**config.mk**
```make
export PLATFORM = sky130hd
export DESIGN_NAME = rstcause_ctl
export DESIGN_NICKNAME = d
export VERILOG_FILES = /design/src/rtl/rstcause_pkg.sv /design/src/rtl/rstcause_rstsync.sv /design/src/rtl/rstcause_flags.sv /design/src/rtl/rstcause_brk.sv /design/src/rtl/rstcause_busif.sv /design/src/rtl/rstcause_ctl.sv
export SDC_FILE = /design/constraint.sdc
export NUM_CORES = 1
export LEC_CHECK = 0
export BUFFER_PORTS_ARGS = -buffer_cell sky130_fd_sc_hd__buf_2
export CORE_AREA = 2 2 39 41
export CTS_CLUSTER_SIZE = 30
export DETAILED_ROUTE_END_ITERATION = 8
export DIE_AREA = 0 0 41 43
export SYNTH_ARGS = -nofsm -noshare
export SYNTH_HDL_FRONTEND = slang
export SYNTH_SLANG_ARGS = --single-unit
```
**constraint.sdc**
```tcl
create_clock -name clk -period 1.9 [get_ports clk]
set_clock_uncertainty 0.15 [all_clocks]
set_input_delay 0 -clock clk [delete_from_list [all_inputs] [get_ports clk]]
set_output_delay 0 -clock clk [all_outputs]
set_load 0.03 [all_outputs]
```
**src/rtl/rstcause_pkg.sv**
```systemverilog
package rstcause_pkg;

  localparam int REG_W = 8;

  // Bit positions within the reset cause byte
  localparam int POS_POR   = 7;
  localparam int POS_PIN   = 6;
  localparam int POS_WDOG  = 5;
  localparam int POS_ILOP  = 4;
  localparam int POS_ILADR = 3;
  localparam int POS_LVD   = 1;

  // Bit position of the break wake flag
  localparam int POS_BRK = 1;

  // Register offsets
  localparam int OFS_BRK = 0;
  localparam int OFS_RST = 1;

  typedef struct packed {
    logic por;
    logic pin;
    logic wdog;
    logic ilop;
    logic iladr;
    logic lvd;
  } rst_evt_t;

  function automatic logic [REG_W-1:0] evt_to_byte(input rst_evt_t e);
    logic [REG_W-1:0] b;
    b            = '0;
    b[POS_POR]   = e.por;
    b[POS_PIN]   = e.pin;
    b[POS_WDOG]  = e.wdog;
    b[POS_ILOP]  = e.ilop;
    b[POS_ILADR] = e.iladr;
    b[POS_LVD]   = e.lvd;
    return b;
  endfunction

  function automatic rst_evt_t byte_to_evt(input logic [REG_W-1:0] b);
    rst_evt_t e;
    e.por   = b[POS_POR];
    e.pin   = b[POS_PIN];
    e.wdog  = b[POS_WDOG];
    e.ilop  = b[POS_ILOP];
    e.iladr = b[POS_ILADR];
    e.lvd   = b[POS_LVD];
    return e;
  endfunction

endpackage

```
**src/rtl/rstcause_rstsync.sv**
```systemverilog
module rstcause_rstsync #(
  parameter int STAGES = 2
) (
  input  logic clk,
  input  logic rst_n,
  output logic rst_sync_n
);

  logic [STAGES-1:0] sync_q;
  logic [STAGES-1:0] sync_d;

  generate
    if (STAGES == 1) begin : g_one
      always_comb sync_d = 1'b1;
    end else begin : g_many
      always_comb sync_d = {sync_q[STAGES-2:0], 1'b1};
    end
  endgenerate

  always_ff @(posedge clk or negedge rst_n) begin
    if (!rst_n) begin
      sync_q <= '0;
    end else begin
      sync_q <= sync_d;
    end
  end

  assign rst_sync_n = sync_q[STAGES-1];

endmodule

```
**src/rtl/rstcause_flags.sv**
```systemverilog
module rstcause_flags
  import rstcause_pkg::*;
(
  input  logic             clk,
  input  logic             rst_n,
  input  rst_evt_t         evt,
  input  logic             rd_clr,
  output logic [REG_W-1:0] rst_byte
);

  rst_evt_t flags_q;
  rst_evt_t flags_d;
  logic     flags_en;

  // Next state: the clearing read first, then the events on top.
  // A power-on event replaces everything with its own flag.
  always_comb begin
    flags_d = rd_clr ? rst_evt_t'('0) : flags_q;
    if (evt.por) begin
      flags_d     = '0;
      flags_d.por = 1'b1;
    end else begin
      flags_d = flags_d | evt;
    end
    flags_en = rd_clr | (|evt);
  end

  always_ff @(posedge clk or negedge rst_n) begin
    if (!rst_n) begin
      flags_q     <= '0;
      flags_q.por <= 1'b1;
    end else if (flags_en) begin
      flags_q <= flags_d;
    end
  end

  assign rst_byte = evt_to_byte(flags_q);

endmodule

```
**src/rtl/rstcause_brk.sv**
```systemverilog
module rstcause_brk (
  input  logic clk,
  input  logic rst_n,
  input  logic any_rst_evt,
  input  logic brk_pulse,
  input  logic core_lowpwr,
  input  logic wr_clr,
  output logic brk_flag
);

  logic brk_q;
  logic brk_d;
  logic brk_en;
  logic set_req;

  always_comb begin
    set_req = brk_pulse & core_lowpwr;
    brk_en  = any_rst_evt | set_req | wr_clr;
    if (any_rst_evt) begin
      brk_d = 1'b0;
    end else if (set_req) begin
      brk_d = 1'b1;
    end else begin
      brk_d = 1'b0;
    end
  end

  always_ff @(posedge clk or negedge rst_n) begin
    if (!rst_n) begin
      brk_q <= 1'b0;
    end else if (brk_en) begin
      brk_q <= brk_d;
    end
  end

  assign brk_flag = brk_q;

endmodule

```
**src/rtl/rstcause_busif.sv**
```systemverilog
module rstcause_busif
  import rstcause_pkg::*;
#(
  parameter int ADDR_W = 1
) (
  input  logic              bus_sel,
  input  logic [ADDR_W-1:0] bus_addr,
  input  logic              bus_rd,
  input  logic              bus_wr,
  input  logic [REG_W-1:0]  bus_wdata,
  input  logic [REG_W-1:0]  rst_byte,
  input  logic              brk_flag,
  output logic              rd_rst,
  output logic              brk_wr_clr,
  output logic [REG_W-1:0]  bus_rdata
);

  localparam logic [ADDR_W-1:0] A_BRK = ADDR_W'(OFS_BRK);
  localparam logic [ADDR_W-1:0] A_RST = ADDR_W'(OFS_RST);

  logic             hit_brk;
  logic             hit_rst;
  logic [REG_W-1:0] brk_byte;
  logic             unused_wdata;

  always_comb begin
    hit_brk           = bus_sel && (bus_addr == A_BRK);
    hit_rst           = bus_sel && (bus_addr == A_RST);
    rd_rst            = hit_rst && bus_rd;
    brk_wr_clr        = hit_brk && bus_wr && !bus_wdata[POS_BRK];
    brk_byte          = '0;
    brk_byte[POS_BRK] = brk_flag;
    if (bus_rd && hit_rst) begin
      bus_rdata = rst_byte;
    end else if (bus_rd && hit_brk) begin
      bus_rdata = brk_byte;
    end else begin
      bus_rdata = '0;
    end
  end

  assign unused_wdata = ^bus_wdata;

endmodule

```
**src/rtl/rstcause_ctl.sv**
```systemverilog
module rstcause_ctl
  import rstcause_pkg::*;
#(
  parameter int ADDR_W      = 1,
  parameter int SYNC_STAGES = 2
) (
  input  logic              clk,
  input  logic              rst_n,
  input  logic              evt_por,
  input  logic              evt_pin,
  input  logic              evt_wdog,
  input  logic              evt_ilop,
  input  logic              evt_iladr,
  input  logic              evt_lvd,
  input  logic              brk_pulse,
  input  logic              core_lowpwr,
  input  logic              bus_sel,
  input  logic [ADDR_W-1:0] bus_addr,
  input  logic              bus_rd,
  input  logic              bus_wr,
  input  logic [REG_W-1:0]  bus_wdata,
  output logic [REG_W-1:0]  bus_rdata
);

  logic             rst_sync_n;
  rst_evt_t         evt;
  logic             any_evt;
  logic             rd_rst;
  logic             brk_wr_clr;
  logic [REG_W-1:0] rst_byte;
  logic             brk_flag;

  always_comb begin
    evt.por   = evt_por;
    evt.pin   = evt_pin;
    evt.wdog  = evt_wdog;
    evt.ilop  = evt_ilop;
    evt.iladr = evt_iladr;
    evt.lvd   = evt_lvd;
    any_evt   = |evt;
  end

  rstcause_rstsync #(.STAGES(SYNC_STAGES)) u_sync (
    .clk        (clk),
    .rst_n      (rst_n),
    .rst_sync_n (rst_sync_n)
  );

  rstcause_flags u_flags (
    .clk      (clk),
    .rst_n    (rst_sync_n),
    .evt      (evt),
    .rd_clr   (rd_rst),
    .rst_byte (rst_byte)
  );

  rstcause_brk u_brk (
    .clk         (clk),
    .rst_n       (rst_sync_n),
    .any_rst_evt (any_evt),
    .brk_pulse   (brk_pulse),
    .core_lowpwr (core_lowpwr),
    .wr_clr      (brk_wr_clr),
    .brk_flag    (brk_flag)
  );

  rstcause_busif #(.ADDR_W(ADDR_W)) u_bus (
    .bus_sel    (bus_sel),
    .bus_addr   (bus_addr),
    .bus_rd     (bus_rd),
    .bus_wr     (bus_wr),
    .bus_wdata  (bus_wdata),
    .rst_byte   (rst_byte),
    .brk_flag   (brk_flag),
    .rd_rst     (rd_rst),
    .brk_wr_clr (brk_wr_clr),
    .bus_rdata  (bus_rdata)
  );

endmodule

```
==> reports/qor.tcl, run 1 <==
set qor(status) {complete, but fails checks}
set qor(failed_checks) {hold timing}
set qor(post_synth_num_cell_types) 16
set qor(slew_violations) 0
set qor(tns_ns) 0
set qor(post-place-cells) 73
set qor(floorplan.initialDensity) 0.289
set qor(route.detailed.drc) 0
set qor(drtAntennaViolNets) 0
set qor(seq_area_frac_synth) 0.566
set qor(die_boundary_height_um) 43
set qor(layout_common_cells) {20 x sky130_fd_sc_hd__buf_2, 16 x sky130_fd_sc_hd__dlygate4sd3_1, 8 x sky130_fd_sc_hd__dfrtp_1}
set qor(pin_count_of_the_biggest_net_entering_global_routing) 7
set qor(fp.dieArea_mm2) 0.00176
set qor(max_cap_viol_count) 0
set qor(cts.root.buffer_cell) {sky130_fd_sc_hd__clkbuf_4}
set qor(antenna_diode_count) 0
set qor(groute.usage.overall) 0.127
set qor(timing.reg2reg.worst_path_depth) 3
set qor(grt_pass1_vias) 367
set qor(crit_path_start) {evt_por}
set qor(synth.ff_latch_count) 9
set qor(holdPathStages) 3
set qor(hold_end) {u_brk.brk_flag}
set qor(overflow) 0
set qor(area_delta_synth_final_pct) 73.7
set qor(yosysWarningCount) 0
set qor(layout.nets) 100
set qor(critPathMaxStageDelay_ns) 0.57
set qor(cellLeakagePower_nw) 0.350
set qor(setup.worst_path.start_class) {input port}
set qor(postRouteWirelength_mm) 1.03
set qor(cp_max_fo) 5
set qor(cts_sinks) 9
set qor(layout_worst_path_cycle_share) 0.806
set qor(worst_ir_drop_vdd_v) 0.000477
set qor(final_period_minus_worst_setup_slack_ns) 1.53
set qor(final_worst_hold_slack_ns) -0.0542
set qor(cp_slowest_cell) {sky130_fd_sc_hd__dlygate4sd3_1}
set qor(final-instance-count-excl-fill) 93
set qor(end_kind) {register}
set qor(clk_transition_reported_paths_ns) 0.05
set qor(most_common_library_cell_in_the_layout_ignoring_fill_and_taps) {sky130_fd_sc_hd__buf_2}
set qor(clk_path_buf_depth) 2
set qor(path_class) {in -> reg}
set qor(post_drt_wl_per_cell_um) 11.0
set qor(io_pins) 30
set qor(detail_route.first_pass.iterations) 4
set qor(drtIter0Drc) 5
set qor(timing.reg2reg.setup_slack_ns) 0.52
set qor(place_hpwl_um) 637
set qor(drive_above_1_share) 0.338
set qor(fp-row-count) 14
set qor(crit-reg2reg-launch) {u_flags.rst_byte[5]}
set qor(hold_class) {in -> reg}
set qor(finalHoldViolCount) 1
set qor(setup_violators_final) 0
set qor(globalplace.congestion) 0.750
set qor(power_per_cell_area_mw_per_mm2) 619
set qor(grt_setup_unrepaired) {false}
set qor(htree_levels) 1
set qor(holdCritStartpoint) {core_lowpwr}
set qor(regToRegEndpoint) {u_flags.rst_byte[5]}
set qor(critical_path_arrival_ns) 1.54
set qor(max_freq_ghz) 0.653
set qor(syn_std_cell_area_um2) 400
set qor(cp.required_ns) 1.91
set qor(port_buffers) 20
set qor(synth.avg_cell_area_um2) 10.5
set qor(fillCellCount) 133
set qor(die_width_um) 41
set qor(cts_inserted_buffers) 3
set qor(clkLatencyLatePin_ns) 0.24
set qor(routed_via_density) 4.38
set qor(antenna_violations_before_repair) 0
set qor(num_vias) 407
set qor(timing.critical_path.cells) {buf_2 > dlygate4sd3_1 > or4_1 > nor4_2}
set qor(grt_first_pass_wirelength_mm) 1.48
set qor(cts_tree) {yes}
set qor(netlist_instances) 38
set qor(core_mm2) 0.00138
-- stage by stage --
stage | setup slack, ns | util | area (um2) | power, mW
after global placement | 0.749 | 0.368 | 509 | 0.266
final | 0.368 | 0.503 | 696 | 0.431
after global routing | 0.263 | 0.503 | 696 | 0.456
after detailed placement | 0.723 | 0.368 | 509 | 0.267
after floorplan | 0.935 | - | 404 | 0.243
after CTS | 0.0749 | 0.481 | 666 | 0.432
-- kinds of logic after synthesis --
logic type | count (synthesis) | synth area share
other | 2 | 0.0188
flip-flops | 9 | 0.566
buffers and inverters | 2 | 0.0375
multiplexers | 1 | 0.0250
AND/OR/NAND/NOR | 17 | 0.250
AO/OA/AOI/OAI | 7 | 0.103
-- where the power goes --
group          total, mW  internal, mW  switching, mW
Clock              0.139        0.0804         0.0585
Sequential         0.208         0.203        0.00466
Combinational     0.0842        0.0455         0.0387
Total              0.431         0.329          0.102
-- cell type report --
class	count	area, um2	area share
timing repair buffer	36	260	0.374
sequential	9	226	0.326
multi-input combinational	28	163	0.234
clock buffer	4	26.3	0.0378
tap	16	20.0	0.0288
-- per-layer routing --
metal,wire length [um],up-vias,track usage,part of all wire
met5,0,-,0,0
met4,0,0,0.0600,0
met3,68,0,0.0157,0.066
met2,551,14,0.206,0.54
met1,406,187,0.156,0.40
li1,-,206,-,-
-- registers in the layout (all words and copies together), names as in the netlist --
name              count
u_brk.brk_flag        1
u_sync.sync_q         2
u_flags.rst_byte      6
-- cell usage after synthesis --
library cell,instances,area [um2]
sky130_fd_sc_hd__nor2_1,6,22.5
sky130_fd_sc_hd__a21o_2,1,8.76
sky130_fd_sc_hd__dfstp_2,1,26.3
sky130_fd_sc_hd__conb_1,2,7.51
sky130_fd_sc_hd__a21oi_1,5,25.0
sky130_fd_sc_hd__buf_4,2,15.0
sky130_fd_sc_hd__mux2i_1,1,10.0
sky130_fd_sc_hd__and3_1,1,6.26
sky130_fd_sc_hd__and2_1,5,31.3
sky130_fd_sc_hd__nand4bb_1,1,11.3
sky130_fd_sc_hd__nand3_1,1,5.00
sky130_fd_sc_hd__dfrtp_1,8,200
sky130_fd_sc_hd__or4_1,1,7.51
sky130_fd_sc_hd__a22oi_1,1,7.51
sky130_fd_sc_hd__nor4_2,1,12.5
sky130_fd_sc_hd__nand2_1,1,3.75
-- critical path, delay by kind of cell --
| family | cells | cell delay (ns) |
|---|---|---|
| simple gates | 2 | 0.83 |
| buf+inv | 2 | 0.70 |
-- how the worst max path moves through the flow --
stage                endpoint  slack, ns  cells past startpoint
2_1_floorplan  u_brk.brk_flag       0.94                      2
3_3_place_gp   u_brk.brk_flag       0.75                      3
3_5_place_dp   u_brk.brk_flag       0.72                      3
4_1_cts        u_brk.brk_flag       0.07                      5
5_1_grt        u_brk.brk_flag       0.26                      4
6_report       u_brk.brk_flag       0.37                      4
-- what timing repair did --
action | CTS | global route
gates resized for setup | 0 | 0
setup buffers | 0 | 0
hold buffers | 13 | 4
hold endpoints to repair | 15 | 1
endpoints found under the setup margin | 0 | 1
No activity file was read; power rests on OpenSTA's default activity.
==> run 2: changes to the inputs <==
- PLACE_DENSITY: unset -> 0.65
- clock period: 1.9 -> 1.3 ns (I/O delays scaled with it)
==> run 2 against run 1 <==
- the run still ends with hold timing left
- register-to-register slack worse by 0.28 ns
- cell count down 12%
- non-clock buffer count down 11
- utilization down 6.7 points
- highest routed layer unchanged
==> reports/qor.tcl, run 2 (synthesis results as in run 1) <==
set qor(status) {complete, but fails checks} ;# unchanged
set qor(failed_checks) {hold timing} ;# unchanged
set qor(globalplace.congestion) 0.781 ;# was 0.750
set qor(routed_via_density) 4.59 ;# was 4.38
set qor(largest_reg_flops) 6 ;# unchanged
set qor(layout_common_cells) {19 x sky130_fd_sc_hd__buf_2, 8 x sky130_fd_sc_hd__dfrtp_1, 6 x sky130_fd_sc_hd__nor2_1, 6 x sky130_fd_sc_hd__dlygate4sd3_1} ;# was 20 x sky130_fd_sc_hd__buf_2, 16 x sky130_fd_sc_hd__dlygate4sd3_1, 8 x sky130_fd_sc_hd__dfrtp_1
set qor(postRouteWirelength_um) 882 ;# was 1.03 mm
set qor(grt-busiest-layer) {met2} ;# unchanged
set qor(setup_violators_final) 0 ;# unchanged
set qor(grt_first_pass_wirelength_mm) 1.45 ;# was 1.48 mm
set qor(core_mm2) 0.00138 ;# unchanged
set qor(layout.nets) 89 ;# was 100
set qor(end_kind) {register} ;# unchanged
set qor(setup.worst_path.start_class) {input port} ;# unchanged
set qor(clkLatencyLatePin_ns) 0.25 ;# was 0.24 ns
set qor(cts_tree) {yes} ;# unchanged
set qor(route.detailed.drc) 0 ;# unchanged
set qor(clk_transition_reported_paths_ns) 0.06 ;# was 0.05 ns
set qor(drive_above_1_share) 0.394 ;# was 0.338
set qor(power_per_cell_area_mw_per_mm2) 1000 ;# was 619 mW/mm2
set qor(max_cap_viol_count) 0 ;# unchanged
set qor(groute.usage.overall) 0.122 ;# was 0.127
set qor(antenna_diode_count) 0 ;# unchanged
set qor(pin_count_of_the_biggest_net_entering_global_routing) 8 ;# was 7
set qor(max_freq_ghz) 0.794
set qor(cts_sinks) 9 ;# unchanged
set qor(cts_inserted_buffers) 3 ;# unchanged
set qor(detail_route.first_pass.iterations) 3 ;# was 4
set qor(postLayoutSetupSlackWorst_ns) 0.0405 ;# was 0.368 ns
set qor(die_width_um) 41 ;# unchanged
set qor(cts_hold_buf) 6 ;# was 13
set qor(post-place-cells) 73 ;# unchanged
set qor(area_delta_synth_final_pct) 50.6 ;# was 73.7%
set qor(drtIter0Drc) 7 ;# was 5
set qor(die_boundary_height_um) 43 ;# unchanged
set qor(final_period_minus_worst_setup_slack_ns) 1.26
set qor(fillCellCount) 144 ;# was 133
set qor(tns_ns) 0 ;# unchanged
set qor(grt_setup_unrepaired) {false} ;# unchanged
set qor(most_common_library_cell_in_the_layout_ignoring_fill_and_taps) {sky130_fd_sc_hd__buf_2} ;# unchanged
set qor(num_vias) 376 ;# was 407
set qor(cp_max_fo) 2 ;# was 5
set qor(grt_util_met3) 0.0628 ;# was 0.0157
set qor(place_hpwl_um) 638 ;# was 637 um
set qor(path_class) {in -> reg} ;# unchanged
set qor(critical_path_arrival_ns) 1.27 ;# was 1.54 ns
set qor(cp_slowest_cell) {sky130_fd_sc_hd__dlygate4sd3_1} ;# unchanged
set qor(slew_violations) 0 ;# unchanged
set qor(clk_path_buf_depth) 2 ;# unchanged
set qor(layout.core_utilization) 0.436 ;# was 0.503
set qor(grt_use_met2) 0.213 ;# was 0.206
set qor(post_drt_wl_per_cell_um) 10.8 ;# was 11.0 um
set qor(grt_pass1_vias) 377 ;# was 367
set qor(floorplan.initialDensity) 0.289 ;# unchanged
set qor(overflow) 0 ;# unchanged
set qor(p_total_mw) 0.606 ;# was 0.431 mW
set qor(use_met1) 0.134 ;# was 0.156
set qor(timing.critical_path.cells) {dlygate4sd3_1 > or4_4 > nor4_4} ;# was buf_2 > dlygate4sd3_1 > or4_1 > nor4_2
set qor(hold_class) {in -> reg} ;# unchanged
set qor(postCtsSetupRepairBufs) 0 ;# unchanged
set qor(critPathMaxStageDelay_ns) 0.57 ;# about the same
set qor(finalHoldViolCount) 7 ;# was 1
set qor(cellLeakagePower_nw) 0.304 ;# was 0.350 nW
set qor(cp.required_ns) 1.31 ;# was 1.91 ns
set qor(antenna_violations_before_repair) 0 ;# unchanged
set qor(fp-row-count) 14 ;# unchanged
set qor(ff_latch_area_um2) 226 ;# unchanged
set qor(io_pins) 30 ;# unchanged
set qor(dp_worst_setup_slack_ns) 0.152 ;# was 0.723 ns
set qor(cts.root.buffer_cell) {sky130_fd_sc_hd__clkbuf_4} ;# unchanged
set qor(footprint_of_the_multi_input_gates_um2) 175 ;# was 163 um2
set qor(final-instance-count-excl-fill) 82 ;# was 93
set qor(htree_levels) 1 ;# unchanged
set qor(final_worst_hold_slack_ns) -0.152 ;# was -0.0542 ns
set qor(fp.dieArea_mm2) 0.00176 ;# unchanged
set qor(layout_worst_path_cycle_share) 0.969
set qor(drtAntennaViolNets) 0 ;# unchanged
set qor(worst_ir_drop_vdd_v) 0.000587 ;# was 0.000477 V
set qor(port_buffers) 20 ;# unchanged
[run 2: critical path, delay by kind of cell]
kind                   cells  cell delay [ns]
buffers and inverters      1             0.57
and+or+nand+nor            2             0.70
[run 2: path summary, 6_finish.rpt]
check                            startpoint                   to  slack (ns)  depth (start not counted)
setup / recovery                   evt_ilop       u_brk.brk_flag        0.04                          3
hold / removal                      evt_por  u_flags.rst_byte[3]       -0.15                          2
setup reg to reg           u_sync.sync_q[1]  u_flags.rst_byte[5]        0.24                          1
hold reg to reg            u_sync.sync_q[1]  u_flags.rst_byte[7]        0.06                          0
max in group asynchronous  u_sync.sync_q[1]  u_flags.rst_byte[5]        0.24                          1
min in group asynchronous  u_sync.sync_q[1]  u_flags.rst_byte[7]        0.06                          0
[run 2: layout make-up]
class | instances | area share
repair buffers | 25 | 0.257
multi-input cells | 28 | 0.290
well taps | 16 | 0.0332
flip-flops and latches | 9 | 0.376
clock buffers | 4 | 0.0436
[run 2: per-stage QoR]
stage | area, um2 | hold slack (ns)
floorplan | 404 | -0.446
global placement | 509 | -0.364
detailed placement | 509 | -0.363
CTS | 596 | -0.164
global route | 603 | -0.158
finish | 603 | -0.152
[run 2: repair_timing]
item,CTS,global route
endpoints found under the setup margin,0,1
resized for setup,0,2
endpoints found under the hold margin,15,7
[run 2: power by group]
part           internal, mW  total (mW)  switching, mW
sequential            0.297       0.304        0.00730
clock                 0.118       0.204         0.0867
combinational        0.0441      0.0974         0.0534
[run 2: layer usage]
metal / part of all wire / vias to the layer above
met5: 0 / -
met4: 0 / 0
met3: 0.075 / 0
met2: 0.53 / 15
met1: 0.39 / 182
li1: - / 179
==> run 3: changes to the inputs <==
- CELL_PAD_IN_SITES_DETAIL_PLACEMENT: unset -> 1
- CELL_PAD_IN_SITES_GLOBAL_PLACEMENT: unset -> 2
- CORE_AREA: 2 2 39 41 -> unset
- CORE_UTILIZATION: unset -> 17
- DIE_AREA: 0 0 41 43 -> unset
- PLACE_DENSITY: 0.65 -> unset
- PLACE_DENSITY_LB_ADDON: unset -> 0.1
- REMOVE_ABC_BUFFERS: unset -> 1
==> run 3 against run 2 <==
- the run still ends with hold timing left
- sequential cell count unchanged
- register-to-register slack worse by 0.03 ns
- power up 2.1%
- worst setup slack better by 0.039 ns
- clock-buffer cell count unchanged
- wire length up 14%
- die area up 45%
- fmax up 3.2%
==> reports/qor.tcl, run 3 (synthesis results as in run 1) <==
set qor(route.detailed.drc) 0 ;# unchanged
set qor(cp.required_ns) 1.15 ;# was 1.31 ns
set qor(die_boundary_height_um) 50.5 ;# was 43 um
set qor(routed-wl-met3_um) 96 ;# was 66 um
set qor(cts_sinks) 9 ;# unchanged
set qor(cts_inserted_buffers) 3 ;# unchanged
set qor(port_buffers) 20 ;# unchanged
set qor(largest_reg_flops) 6 ;# unchanged
set qor(drtIter0Drc) 4 ;# was 7
set qor(num_vias) 394 ;# was 376
set qor(drt-met1-wl_um) 414 ;# was 347 um
set qor(clk_path_buf_depth) 2 ;# unchanged
set qor(topRoutingLayerUsed) {met4} ;# was met3
set qor(tns_ns) 0 ;# unchanged
set qor(grt_pass1_vias) 378 ;# was 377
set qor(max_freq_ghz) 0.820 ;# was 0.794 GHz
set qor(cp_max_fo) 2 ;# unchanged
set qor(cts_tree) {yes} ;# unchanged
set qor(groute.usage.overall) 0.0993 ;# was 0.122
set qor(antenna_diode_count) 0 ;# unchanged
set qor(layout.nets) 92 ;# was 89
set qor(core_mm2) 0.00221 ;# was 0.00138 mm2
set qor(clk_transition_reported_paths_ns) 0.06 ;# about the same
set qor(cp_num_buf_inv) 1 ;# unchanged
set qor(io_pins) 30 ;# unchanged
set qor(drtAntennaViolNets) 0 ;# unchanged
set qor(timing.critical_path.cells) {and2_1 > buf_2} ;# was dlygate4sd3_1 > or4_4 > nor4_4
set qor(overflow) 0 ;# unchanged
set qor(wl_met2_um) 490 ;# was 468 um
set qor(floorplan.initialDensity) 0.181 ;# was 0.289
set qor(critPathMaxStageDelay_ns) 0.52 ;# was 0.57 ns
set qor(layout_worst_path_cycle_share) 0.938 ;# was 0.969
set qor(final_period_minus_worst_setup_slack_ns) 1.22 ;# was 1.26 ns
set qor(layout_common_cells) {19 x sky130_fd_sc_hd__buf_2, 8 x sky130_fd_sc_hd__dfrtp_1, 7 x sky130_fd_sc_hd__dlygate4sd3_1} ;# was 19 x sky130_fd_sc_hd__buf_2, 8 x sky130_fd_sc_hd__dfrtp_1, 6 x sky130_fd_sc_hd__nor2_1, 6 x sky130_fd_sc_hd__dlygate4sd3_1
set qor(layout.core_utilization) 0.293 ;# was 0.436
set qor(final_worst_hold_slack_ns) -0.167 ;# was -0.152 ns
set qor(globalplace.congestion) 0.601 ;# was 0.781
set qor(grt_setup_unrepaired) {false} ;# unchanged
set qor(hold_class) {in -> reg} ;# unchanged
set qor(ff_latch_area_um2) 226 ;# unchanged
set qor(end_kind) {output port} ;# was register
set qor(most_common_library_cell_in_the_layout_ignoring_fill_and_taps) {sky130_fd_sc_hd__buf_2} ;# unchanged
set qor(cp_slowest_cell) {sky130_fd_sc_hd__dfstp_2} ;# was sky130_fd_sc_hd__dlygate4sd3_1
set qor(slew_violations) 0 ;# unchanged
set qor(postRouteWirelength_mm) 1.01 ;# was 882 um
set qor(footprint_of_the_multi_input_gates_um2) 175 ;# unchanged
set qor(power_per_cell_area_mw_per_mm2) 954 ;# was 1000 mW/mm2
set qor(fp-row-count) 17 ;# was 14
set qor(fp.dieArea_mm2) 0.00255 ;# was 0.00176 mm2
set qor(path_class) {reg -> out} ;# was in -> reg
set qor(fillCellCount) 281 ;# was 144
set qor(routed_via_density) 4.06 ;# was 4.59
set qor(postCtsSetupRepairBufs) 0 ;# unchanged
set qor(status) {complete, but fails checks} ;# unchanged
set qor(worst_ir_drop_vdd_v) 0.000680 ;# was 0.000587 V
set qor(area_delta_synth_final_pct) 61.9 ;# was 50.6%
set qor(critical_path_arrival_ns) 1.07 ;# was 1.27 ns
set qor(setup.worst_path.start_class) {register} ;# was input port
set qor(cts.root.buffer_cell) {sky130_fd_sc_hd__clkbuf_4} ;# unchanged
set qor(grt_first_pass_wirelength_mm) 1.79 ;# was 1.45 mm
set qor(cellLeakagePower_nw) 0.326 ;# was 0.304 nW
set qor(clkLatencyLatePin_ns) 0.26 ;# was 0.25 ns
set qor(setup_violators_final) 0 ;# unchanged
set qor(detail_route.first_pass.iterations) 3 ;# unchanged
set qor(max_cap_viol_count) 0 ;# unchanged
set qor(failed_checks) {hold timing} ;# unchanged
set qor(cpLargestDelayFamily) {flip-flops} ;# was simple AND/OR/NAND/NOR gates
set qor(die_width_um) 50.5 ;# was 41 um
set qor(drive_above_1_share) 0.391 ;# was 0.394
set qor(htree_levels) 1 ;# unchanged
set qor(p_total_mw) 0.619 ;# was 0.606 mW
set qor(finalHoldViolCount) 3 ;# was 7
set qor(pin_count_of_the_biggest_net_entering_global_routing) 7 ;# was 8
set qor(antenna_violations_before_repair) 0 ;# unchanged
set qor(post_drt_wl_per_cell_um) 10.4 ;# was 10.8 um
-- run 3: metrics by stage --
stage / setup WS, ns / std cells / hold slack, ns / instance area [um2]
2_1_floorplan: 0.335 / 37 / -0.446 / 389
3_3_place_gp: 0.160 / 86 / -0.363 / 532
3_5_place_dp: 0.166 / 86 / -0.362 / 532
4_1_cts: 0.00459 / 97 / -0.171 / 628
5_1_grt: 0.0194 / 97 / -0.156 / 648
6_report: 0.0800 / 97 / -0.167 / 648
-- run 3: worst paths after layout --
| check | start | endpoint | slack, ns | cells past startpoint |
|---|---|---|---|---|
| worst max-delay path | u_flags.rst_byte[7] | bus_rdata[7] | 0.08 | 2 |
| worst min-delay path | evt_wdog | u_flags.rst_byte[5] | -0.17 | 3 |
| worst max register to register | u_sync.sync_q[1] | u_flags.rst_byte[3] | 0.21 | 1 |
| worst min register to register | u_sync.sync_q[1] | u_flags.rst_byte[7] | 0.05 | 0 |
| max in group asynchronous | u_sync.sync_q[1] | u_flags.rst_byte[3] | 0.21 | 1 |
| min in group asynchronous | u_sync.sync_q[1] | u_flags.rst_byte[7] | 0.05 | 0 |
-- run 3: cell type report --
| class | count | area share |
|---|---|---|
| flip-flops and latches | 9 | 0.349 |
| repair buffers | 28 | 0.286 |
| multi-input cells | 28 | 0.270 |
| well taps | 28 | 0.0541 |
| clock buffers | 4 | 0.0405 |
-- run 3: what timing repair did --
item,in CTS,in global routing
hold buffers,7,1
endpoints found under the setup margin,0,1
gates resized for setup,0,3
hold endpoints to repair,15,4
-- run 3: routing by layer --
| layer | GRT usage | vias up |
|---|---|---|
| met4 | 0.0417 | 0 |
| met5 | 0 | - |
| li1 | - | 186 |
| met2 | 0.156 | 15 |
| met3 | 0.0545 | 2 |
| met1 | 0.110 | 191 |
-- run 3: power breakdown --
group	internal, mW	switching (mW)	total (mW)	leakage (nW)
logic	0.0502	0.0546	0.105	0.201
registers	0.297	0.00675	0.304	0.111
clock network	0.118	0.0921	0.210	0.0150
